===== src/rtl/rs_pool.sv =====
module rs_pool #(
  parameter int NENT  = 4,
  parameter int TAGW  = 4,
  parameter int DATAW = 32,
  parameter int OPW   = 4
) (
  input  logic             clk,
  input  logic             rst_n,
  input  logic             flush,
  input  logic             issue_valid,
  input  logic [OPW-1:0]   issue_op,
  input  logic [TAGW-1:0]  issue_dtag,
  input  logic             issue_a_rdy,
  input  logic [TAGW-1:0]  issue_a_tag,
  input  logic [DATAW-1:0] issue_a_val,
  input  logic             issue_b_rdy,
  input  logic [TAGW-1:0]  issue_b_tag,
  input  logic [DATAW-1:0] issue_b_val,
  output logic             full,
  input  logic             cdb_valid,
  input  logic [TAGW-1:0]  cdb_tag,
  input  logic [DATAW-1:0] cdb_data,
  input  logic             fu_ready,
  output logic             disp_valid,
  output logic [OPW-1:0]   disp_op,
  output logic [TAGW-1:0]  disp_dtag,
  output logic [DATAW-1:0] disp_a,
  output logic [DATAW-1:0] disp_b
);
  logic [NENT-1:0]  busy, a_ok, b_ok, ready, grant, alloc;
  logic [OPW-1:0]   op_q  [NENT];
  logic [TAGW-1:0]  dt_q  [NENT];
  logic [TAGW-1:0]  at_q  [NENT];
  logic [TAGW-1:0]  bt_q  [NENT];
  logic [DATAW-1:0] av_q  [NENT];
  logic [DATAW-1:0] bv_q  [NENT];
  logic [NENT-1:0]  older [NENT];

  assign ready = busy & a_ok & b_ok;
  assign full  = &busy;

  wire do_issue = issue_valid && !full && !flush;
  wire fire     = fu_ready && |grant;
  wire a_hit    = cdb_valid && !issue_a_rdy && issue_a_tag == cdb_tag;
  wire b_hit    = cdb_valid && !issue_b_rdy && issue_b_tag == cdb_tag;

  always_comb begin
    grant = '0;
    for (int i = 0; i < NENT; i++) begin
      grant[i] = ready[i];
      for (int j = 0; j < NENT; j++)
        if (j != i && ready[j] && older[j][i]) grant[i] = 1'b0;
    end
  end

  always_comb begin
    alloc = '0;
    for (int i = NENT-1; i >= 0; i--)
      if (!busy[i]) alloc = NENT'(1) << i;
  end

  always_comb begin
    disp_op = '0; disp_dtag = '0; disp_a = '0; disp_b = '0;
    for (int i = 0; i < NENT; i++)
      if (grant[i]) begin
        disp_op   = op_q[i];
        disp_dtag = dt_q[i];
        disp_a    = av_q[i];
        disp_b    = bv_q[i];
      end
  end
  assign disp_valid = fire;

  always_ff @(posedge clk) begin
    if (!rst_n || flush) begin
      busy <= '0;
      a_ok <= '0;
      b_ok <= '0;
    end else begin
      for (int i = 0; i < NENT; i++) begin
        if (fire && grant[i]) busy[i] <= 1'b0;
        if (busy[i] && cdb_valid) begin
          if (!a_ok[i] && at_q[i] == cdb_tag) begin a_ok[i] <= 1'b1; av_q[i] <= cdb_data; end
          if (!b_ok[i] && bt_q[i] == cdb_tag) begin b_ok[i] <= 1'b1; bv_q[i] <= cdb_data; end
        end
        if (do_issue && alloc[i]) begin
          busy[i]  <= 1'b1;
          op_q[i]  <= issue_op;
          dt_q[i]  <= issue_dtag;
          at_q[i]  <= issue_a_tag;
          bt_q[i]  <= issue_b_tag;
          a_ok[i]  <= issue_a_rdy || a_hit;
          b_ok[i]  <= issue_b_rdy || b_hit;
          av_q[i]  <= a_hit ? cdb_data : issue_a_val;
          bv_q[i]  <= b_hit ? cdb_data : issue_b_val;
          older[i] <= '0;
          for (int j = 0; j < NENT; j++)
            if (j != i) older[j][i] <= 1'b1;
        end
      end
    end
  end


  grant_single_chk: assert property (@(posedge clk) disable iff (!rst_n) $onehot0(grant));

  disp_needs_fu_chk: assert property (@(posedge clk) disable iff (!rst_n) disp_valid |-> fu_ready);

  full_holds_chk: assert property (@(posedge clk) disable iff (!rst_n)
    (full && !flush && !disp_valid) |=> full);

  disp_frees_chk: assert property (@(posedge clk) disable iff (!rst_n)
    (disp_valid && !issue_valid) |=> !full);

  flush_empty_chk: assert property (@(posedge clk) disable iff (!rst_n)
    flush |=> (!full && !disp_valid));
endmodule


===== config.mk =====
export PLATFORM = sky130hd
export DESIGN_NAME = rs_pool
export DESIGN_NICKNAME = d
export VERILOG_FILES = /design/src/rtl/rs_pool.sv
export SDC_FILE = /design/constraint.sdc
export NUM_CORES = 1
export LEC_CHECK = 0
export ABC_AREA = 1
export BUFFER_PORTS_ARGS = -buffer_cell sky130_fd_sc_hd__buf_2
export CAP_MARGIN = 30
export CORE_ASPECT_RATIO = 1.75
export CORE_MARGIN = 2
export CORE_UTILIZATION = 54
export CTS_CLUSTER_SIZE = 20
export DETAILED_ROUTE_END_ITERATION = 16
export GPL_TIMING_DRIVEN = 0
export PLACE_DENSITY = 0.76
export SYNTH_ARGS = -nofsm -noshare
export SYNTH_HDL_FRONTEND = slang
export SYNTH_SLANG_ARGS = --single-unit

===== constraint.sdc =====
create_clock -name clk -period 3.93 [get_ports clk]
set_clock_uncertainty 0.15 [all_clocks]
set_input_delay 0.1965 -clock clk [delete_from_list [all_inputs] [get_ports clk]]
set_output_delay 0.1965 -clock clk [all_outputs]
set_load 0.01 [all_outputs]

Yosys cells after proc, flatten, opt, wreduce, memory -nomap -nowiden
Memories as Yosys holds them, arrays and structs flattened.
Cells that the tools add are included.

word-level totals
  output and inout bits = 74
  bits in registers = 12
  bits in writable memories = 336
  logic and storage cells = 310
  memories = 7
  input bits = 124

memory list
  name             words  bits a word  read ports  clocked after Yosys merged registers in  wr ports  RTL line  RTL
  av_q             4      32           4           0                                        4         35        logic [DATAW-1:0] av_q [NENT];
  bv_q             4      32           4           0                                        4         36        logic [DATAW-1:0] bv_q [NENT];
  at_q             4      4            4           0                                        1         33        logic [TAGW-1:0] at_q [NENT];
  bt_q             4      4            4           0                                        1         34        logic [TAGW-1:0] bt_q [NENT];
  dt_q             4      4            4           0                                        1         32        logic [TAGW-1:0] dt_q [NENT];
  older            4      4            4           0                                        4         37        logic [NENT-1:0] older [NENT];
  1 more memories  --     --           --          --                                       --        --

operators by class
  equal/unequal tests = 10
  bitwise operators = 22
  muxes and demuxes = 166
  reduce and logical (&&, ||, !) cells = 93

operators with widths
  kind                 number
  $mux W32             18
  $mux W1              112
  $mux W4              24
  $reduce_or A4 Y1     13
  $eq A4 B4 Y1         10
  $logic_and A1 B1 Y1  39
  $reduce_bool A2 Y1   16
  $mux W2              12
  $or A1 B1 Y1         20
  $reduce_and A2 Y1    8
  $logic_not A1 Y1     13
  $and A4 B4 Y4        2
  $reduce_and A4 Y1    1
  $logic_or A1 B1 Y1   3

Longest topological paths before layout
Gate-level depths: netlist (run 1).

  depth in word-level cells = 12
  mapped depth = 11
  mapped depth without buffers = 9

Worst setup path after synthesis (run 1)
No wires, ideal clock.

  kind = input to register
  from = input cdb_tag[0]
  to = memory bv_q[0][0], enable pin
  data arrival time = 3.281 ns
  path slack = 0.033 ns
  buffers on the path = 2
  setup time = 0.466 ns
  stages on the path = 7
  cell sequence = buf_2 -> inv_1 -> clkbuf_1 -> o21ai_0 -> nor2_1 -> nand4_1 -> o21ai_0

RTL lines
  what         RTL line  RTL
  from (decl)  21        input logic [TAGW-1:0] cdb_tag,
  to (decl)    36

Worst setup path in the final report (run 1)
  from = register busy[2]
  to = output disp_a[19]

between the ends
  cells in the longest elaborated chain, start to end = 9

ends and longest elaborated chain
  what                               RTL line  RTL
  from (decl)                        30        logic [NENT-1:0] busy, a_ok, b_ok, ready, grant, alloc;
  from (signal assigned)             76        busy <= '0;
  from (signal, indexed assignment)  81        if (fire && grant[i]) busy[i] <= 1'b0;
  from (signal, indexed assignment)  87        busy[i] <= 1'b1;
  $and A4 B4 Y4 * (2 in a row)       39        assign ready = busy & a_ok & b_ok;
  $logic_and A1 B1 Y1                52        if (j != i && ready[j] && older[j][i]) grant[i] = 1'b0;
  $mux W1 (2 in a row)               52
  $mux W32 (3 in a row)              65        if (grant[i]) begin
  $mux W32 *                         65
  to (decl)                          27        output logic [DATAW-1:0] disp_a,

Mark *: on every way between the ends. The rest lies on a longest branch, timed or not.

==> results of run 1 <==
final timing paths:
check / cells past startpoint / slack, ns / endpoint
max: 9 / 0.03 / disp_a[19]
min: 5 / 0.03 / av_q[3][30]
max reg2reg: 9 / 0.47 / bv_q[1][1]
min reg2reg: 2 / 0.31 / older[0][12]
cells by family after synthesis:
| logic type | after synthesis | synth area share (%) |
|---|---|---|
| AND/OR/NAND/NOR | 951 | 22.88 |
| flip-flops | 344 | 57.20 |
| buffers and inverters | 337 | 7.614 |
| XOR/XNOR | 12 | 0.5917 |
| AO/OA/AOI/OAI | 411 | 11.72 |
cell type report:
class / instances / area (µm²) / share of cell area (%)
clock buffer: 37 / 798.3 / 3.688
timing repair buffer: 323 / 2377 / 10.98
sequential: 344 / 10160 / 46.94
buffer: 128 / 571.8 / 2.642
clock inverter: 19 / 131.4 / 0.6070
multi-input combinational: 1374 / 6321 / 29.20
tap: 400 / 500.5 / 2.312
inverter: 209 / 784.5 / 3.624
layer usage:
metal	vias to the layer above	wire (µm)	share of wire, %	track usage, %
met4	0	6513	9.8	31.03
li1	7688	-	-	-
met2	1322	32850	50	65.99
met5	-	0	0	0
met3	389	6384	9.6	5.737
met1	7959	20440	31	40.01
synth_stat cells, drive strengths merged:
| cell type | n | share of area, % |
|---|---|---|
| o22ai | 2 | 0.070 |
| o21bai | 2 | 0.085 |
| o211ai | 2 | 0.085 |
| o21ai | 183 | 5.2 |
| nand4 | 41 | 1.4 |
| buf | 52 | 1.6 |
| o211a | 1 | 0.056 |
| clkbuf | 76 | 1.6 |
| and2 | 2 | 0.070 |
| xnor2 | 8 | 0.39 |
| xor2 | 4 | 0.20 |
| nand3 | 222 | 6.3 |
| nand2 | 547 | 12 |
| nor2 | 130 | 2.9 |
| inv | 209 | 4.4 |
| dfxtp | 17 | 1.9 |
| edfxtp | 327 | 55 |
| a21oi | 221 | 6.3 |
| nor3 | 9 | 0.31 |
sequential cells by signal (all words and copies together), names as in the netlist:
name / count
av_q: 128
bt_q: 16
bv_q: 128
op_q: 16
b_ok: 4
a_ok: 4
dt_q: 16
at_q: 16
older: 12
busy: 4
worst register-to-register path: stages, from the launching register on:
cell and delay, ns:
dfxtp_1 0.52, inv_1 0.10, nor3_2 0.29, inv_1 0.24
nor2_2 0.51, inv_2 0.23, clkbuf_1 0.33, nand2_1 0.19
nand2_1 0.07, dlygate4sd3_1 0.57
layout by cell type (no fill, tap or decap), types with 3 or more instances in the layout:
master and instances:
nand3_1 221, clkinvlp_4 3, buf_1 10, nor2_4 3
dfxtp_1 17, buf_2 227, nor3_1 7, buf_4 4
a21oi_1 217, edfxtp_1 327, buf_12 4, clkinv_1 6
clkbuf_1 79, clkbuf_2 3, inv_1 197, nor2_1 122
o21ai_4 4, nand2_2 16, buf_6 4, nor2_2 5
o21ai_1 59, clkbuf_16 31, buf_16 4, xnor2_1 8
xor2_1 4, nand4_1 41, dlygate4sd3_1 122, o21ai_0 120
nand2_1 531, inv_2 12, clkinv_2 6
stage by stage:
step	setup slack, ns	std cells	TNS, ns	hold slack (ns)
finish	0.03084	2834	0	0.02594
detailed placement	0.7247	2656	0	0.2681
global route	0.1151	2834	0	0.04559
floorplan	0.03298	2055	0	0.1454
CTS	0.2217	2834	0	0.008523
global placement	-2.552	2648	-357.67	0.2615
power by group through the flow:
stage               logic [W]  clock network (W)  registers (W)
floorplan            0.000274                  0        0.00414
global placement     0.000483                  0        0.00415
detailed placement   0.000505                  0        0.00414
CTS                  0.000602            0.00288        0.00406
global route         0.000673            0.00301        0.00406
finish               0.000628            0.00291        0.00406
==> flow_summary.json, run 1 <==
{
  "seqPwrFrac_pct": 53.5,
  "cts_hold_buffers": 122,
  "drt_pass1_iterations": 6,
  "final_wl_um": 66190,
  "net-switching-power_w": 0.001797,
  "timing.final.hold_violations": 0,
  "floorplan.die.width_um": 141.1,
  "power.switching_fraction_pct": 23.65,
  "final_period_minus_worst_setup_slack_ns": 3.899,
  "timing.critical_path.from_type": "flip-flop",
  "design.portCount": 198,
  "grt_overflow": 0,
  "tritoncts_num_sinks": 344,
  "maximum_number_of_pins_on_one_net_before_global_route_repair": 28,
  "design.die.area_um2": 34420,
  "design.final.nets": 2534,
  "slew_headroom_pct": 39.72,
  "critical_path_arrival_ns": 3.55,
  "worst_setup_path_end_kind": "output port",
  "tritoncts": "done",
  "power-per-cell-area_nw_per_um2": 351.1,
  "floorplan.initialDensity_pct": 54.94,
  "synth.cell_area_um2": 17760,
  "area_growth_pct": 21.85,
  "clk_latency_ns": 0.59,
  "synth_cell_type_count": 30,
  "clk_transition_reported_paths_ns": 0.07,
  "antenna_cells": 0,
  "hold_path_startpoint": "issue_a_val[30]",
  "clockBufferDepth": 3,
  "place_hpwl_um": 45790,
  "core_area_um2": 32330,
  "avgRoutedWirePerCell_um": 23.36,
  "detailroute.via_count": 17360,
  "via_to_cell_ratio": 6.125,
  "finalMaxSlewViolations": 0,
  "max_slew.worst_pin.slew_ns": 0.9022,
  "antenna_left": 0,
  "die_height_um": 243.9,
  "leakage_nw": 9.434,
  "synth_cells": 2055,
  "maxCapViolCount": 0,
  "place.gp.congestion": 0.9759,
  "vdd_ir_drop_max_mv": 0.4054,
  "synthesis.area_per_instance_um2": 8.644,
  "final.period_utilization_pct": 99.22,
  "core.rowCount": 87,
  "hp-class": "in -> reg",
  "grt_setup_unrepaired": "false",
  "port-buffer-count": 193,
  "cp_top_family": "buffers and inverters",
  "number_of_buffers_created_by_cts": 30,
  "cts_setup_buffers": 0,
  "reg2reg_from": "busy[0]",
  "buffers_plus_inverters_on_the_worst_setup_path": 4,
  "timing.critical_path.required_ns": 3.58,
  "grt_pass1_vias": 17230,
  "layout.core_utilization_pct": 66.95,
  "number_of_antenna_violations_at_the_first_check_in_global_routing": 0,
  "dpl_cell_area_um2": 19490,
  "timing.critical_path.from": "busy[2]",
  "ctsHtreeMaxLevel": 1,
  "path_cells": "inv_2 -> nor2_1 -> o21ai_1 -> nor2_2 -> buf_4 -> buf_2 -> a21oi_1 -> a21oi_1 -> buf_2",
  "grt_first_pass_wirelength_um": 97190,
  "syn_nets": 2179,
  "combinational_group_share_of_total_power_pct": 8.3,
  "layout-drive-gt1-share_pct": 13.93,
  "setup-violations-final": 0,
  "critical_path.slowest_cell": "nor2_2",
  "globalRouteTotalUtil_pct": 37.87,
  "yosysSeqAreaShare_pct": 57.20,
  "worst_path_largest_cell_delay_ns": 0.57,
  "finish.instance_area_um2": 21640,
  "power_frac_clock_pct": 38.3,
  "detail_route.drc_violations": 0,
  "fillCellCount": 2573,
  "postSynthRegisterBits": 344,
  "critical_path.max_fanout": 10,
  "fin_total_pwr_w": 0.007599,
  "max_clock_freq_ghz": 0.2565,
  "yosys_warnings": 0,
  "result_of_the_run": "complete, no violations",
  "cts_repair_resize_count": 0,
  "drt-initial-drc-count": 2306,
  "critPathKind": "reg -> out",
  "internal_power_w": 0.005802,
  "cts_root_buffer": "clkbuf_16"
}
Note: power is estimated with default switching activity, not from simulation.
==> inputs of run 2 (changes only) <==
- CORE_MARGIN: 2 -> 8
- MAX_ROUTING_LAYER: not set -> met4
- PLACE_DENSITY: 0.76 -> 0.77
==> flow_summary.json, run 2 (synthesized netlist as in run 1, its figures left out) <==
{
  "clk_latency_ns": 0.60,
  "avgRoutedWirePerCell_um": 23.69,
  "globalRouteTotalUtil_pct": 34.55,
  "final.period_utilization_pct": 99.45,
  "critical_path_arrival_ns": 3.56,
  "design.final.nets": 2534,
  "worst_slack_after_detailed_placement_ns": 0.7303,
  "drt_pass1_iterations": 7,
  "finalMaxSlewViolations": 0,
  "clockBufferDepth": 3,
  "cts_root_buffer": "clkbuf_16",
  "grt_setup_unrepaired": "false",
  "cp_top_family": "buffers and inverters",
  "multiInputGateArea_um2": 6321,
  "antenna_left": 0,
  "result_of_the_run": "complete, no violations",
  "grt_first_pass_wirelength_um": 99300,
  "final_wl_um": 67360,
  "fin_total_pwr_w": 0.007828,
  "critical_path.slowest_cell": "nor2_2",
  "slew_headroom_pct": 31.63,
  "number_of_buffers_created_by_cts": 31,
  "clk_transition_reported_paths_ns": 0.07,
  "critPathKind": "reg -> out",
  "port-buffer-count": 193,
  "cts_setup_buffers": 0,
  "final_period_minus_worst_setup_slack_ns": 3.908,
  "grt_overflow": 0,
  "number_of_antenna_violations_at_the_first_check_in_global_routing": 3,
  "fillCellCount": 2572,
  "floorplan.die.width_um": 153.1,
  "via_to_cell_ratio": 6.129,
  "design.die.area_um2": 39180,
  "maximum_number_of_pins_on_one_net_before_global_route_repair": 31,
  "timing.final.hold_violations": 0,
  "ctsHtreeMaxLevel": 1,
  "design.portCount": 198,
  "detail_route.drc_violations": 0,
  "detailroute.via_count": 17430,
  "worst_setup_path_end_kind": "output port",
  "timing.critical_path.from_type": "flip-flop",
  "timing.critical_path.required_ns": 3.58,
  "max_slew.worst_pin.slew_ns": 1.023,
  "max_clock_freq_ghz": 0.2559,
  "layout-drive-gt1-share_pct": 13.96,
  "setup_ws_ns": 0.02174,
  "die_height_um": 255.9,
  "tritoncts": "done",
  "power-per-cell-area_nw_per_um2": 360.4,
  "vdd_ir_drop_max_mv": 0.4118,
  "reg.largest.list": "av_q (128), bv_q (128)",
  "seq_area_um2": 10160,
  "worst_path_largest_cell_delay_ns": 0.63,
  "place.gp.congestion": 0.9965,
  "core_area_um2": 32700,
  "layout.cells.most_common_list": "531 x nand2_1, 327 x edfxtp_1, 227 x buf_2, 221 x nand3_1, 217 x a21oi_1",
  "final_common_cell": "nand2_1",
  "core.rowCount": 88,
  "hp-class": "in -> reg",
  "maxCapViolCount": 0,
  "critical_path.max_fanout": 10,
  "area_growth_pct": 22.28,
  "setup-violations-final": 0,
  "floorplan.initialDensity_pct": 54.32,
  "leakage_nw": 9.465,
  "buffers_plus_inverters_on_the_worst_setup_path": 4,
  "drt-initial-drc-count": 2195,
  "place_hpwl_um": 47050,
  "grt_pass1_vias": 17300,
  "tritoncts_num_sinks": 344,
  "path_cells": "inv_2 -> nor2_1 -> o21ai_1 -> nor2_2 -> buf_4 -> buf_2 -> a21oi_1 -> a21oi_1 -> buf_2"
}
-- run 2: cell type report --
cell class | count | area share (%)
diodes | 3 | 0.03456
plain buffers | 128 | 2.632
clock buffers | 43 | 3.963
clock inverters | 15 | 0.7200
inverters | 209 | 3.612
multi-input cells | 1374 | 29.10
flip-flops and latches | 344 | 46.77
well taps | 405 | 2.333
repair buffers | 322 | 10.83
-- run 2: worst reg2reg max path, cell delays in order (launching register included) --
cell           delay (ns)
dfxtp_1              0.50
inv_1                0.09
nor3_2               0.23
inv_1                0.21
nor2_2               0.48
inv_2                0.23
clkbuf_1             0.36
nand2_1              0.19
o21ai_1              0.08
dlygate4sd3_1        0.57
-- run 2: what timing repair did --
item / 4_1_cts / 5_1_grt
gates resized for setup: 0 / 0
hold buffers: 121 / 0
endpoints found under the hold margin: 332 / 0
-- run 2: final timing paths --
check               startpoint  slack (ns)  cells past startpoint      endpoint
setup / recovery       busy[2]        0.02                      9    disp_b[21]
hold / removal      cdb_tag[3]       0.005                      6       b_ok[1]
setup reg to reg       busy[0]        0.58                      9   av_q[1][21]
hold reg to reg   older[0][13]        0.31                      2  older[0][13]
-- run 2: where the power goes --
part           switching [W]  internal (W)  total (W)
Combinational       0.000401      0.000237   0.000638
Sequential         0.0000123       0.00405    0.00406
Clock                0.00140       0.00173    0.00313
-- run 2: stage by stage --
| step | cell area (µm²) | hold WS [ns] | TNS, ns | util (%) | std cells |
|---|---|---|---|---|---|
| after floorplan | 17760 | 0.1454 | 0 | - | 2055 |
| final | 21720 | 0.005352 | 0 | 66.42 | 2843 |
| after global routing | 21720 | 0.03940 | 0 | 66.42 | 2843 |
| after detailed placement | 19480 | 0.2725 | 0 | 59.58 | 2661 |
| after global placement | 19240 | 0.2600 | -361.60 | 58.82 | 2653 |
| after CTS | 21710 | 0.0006912 | 0 | 66.40 | 2840 |
-- run 2: metal layers --
| metal | vias to the layer above | wire length (µm) | track usage, % |
|---|---|---|---|
| met5 | - | 0 | - |
| met4 | 0 | 6183 | 28.80 |
| met3 | 407 | 6568 | 5.764 |
| met2 | 1366 | 33780 | 58.49 |
| met1 | 7969 | 20820 | 34.41 |
| li1 | 7684 | - | - |
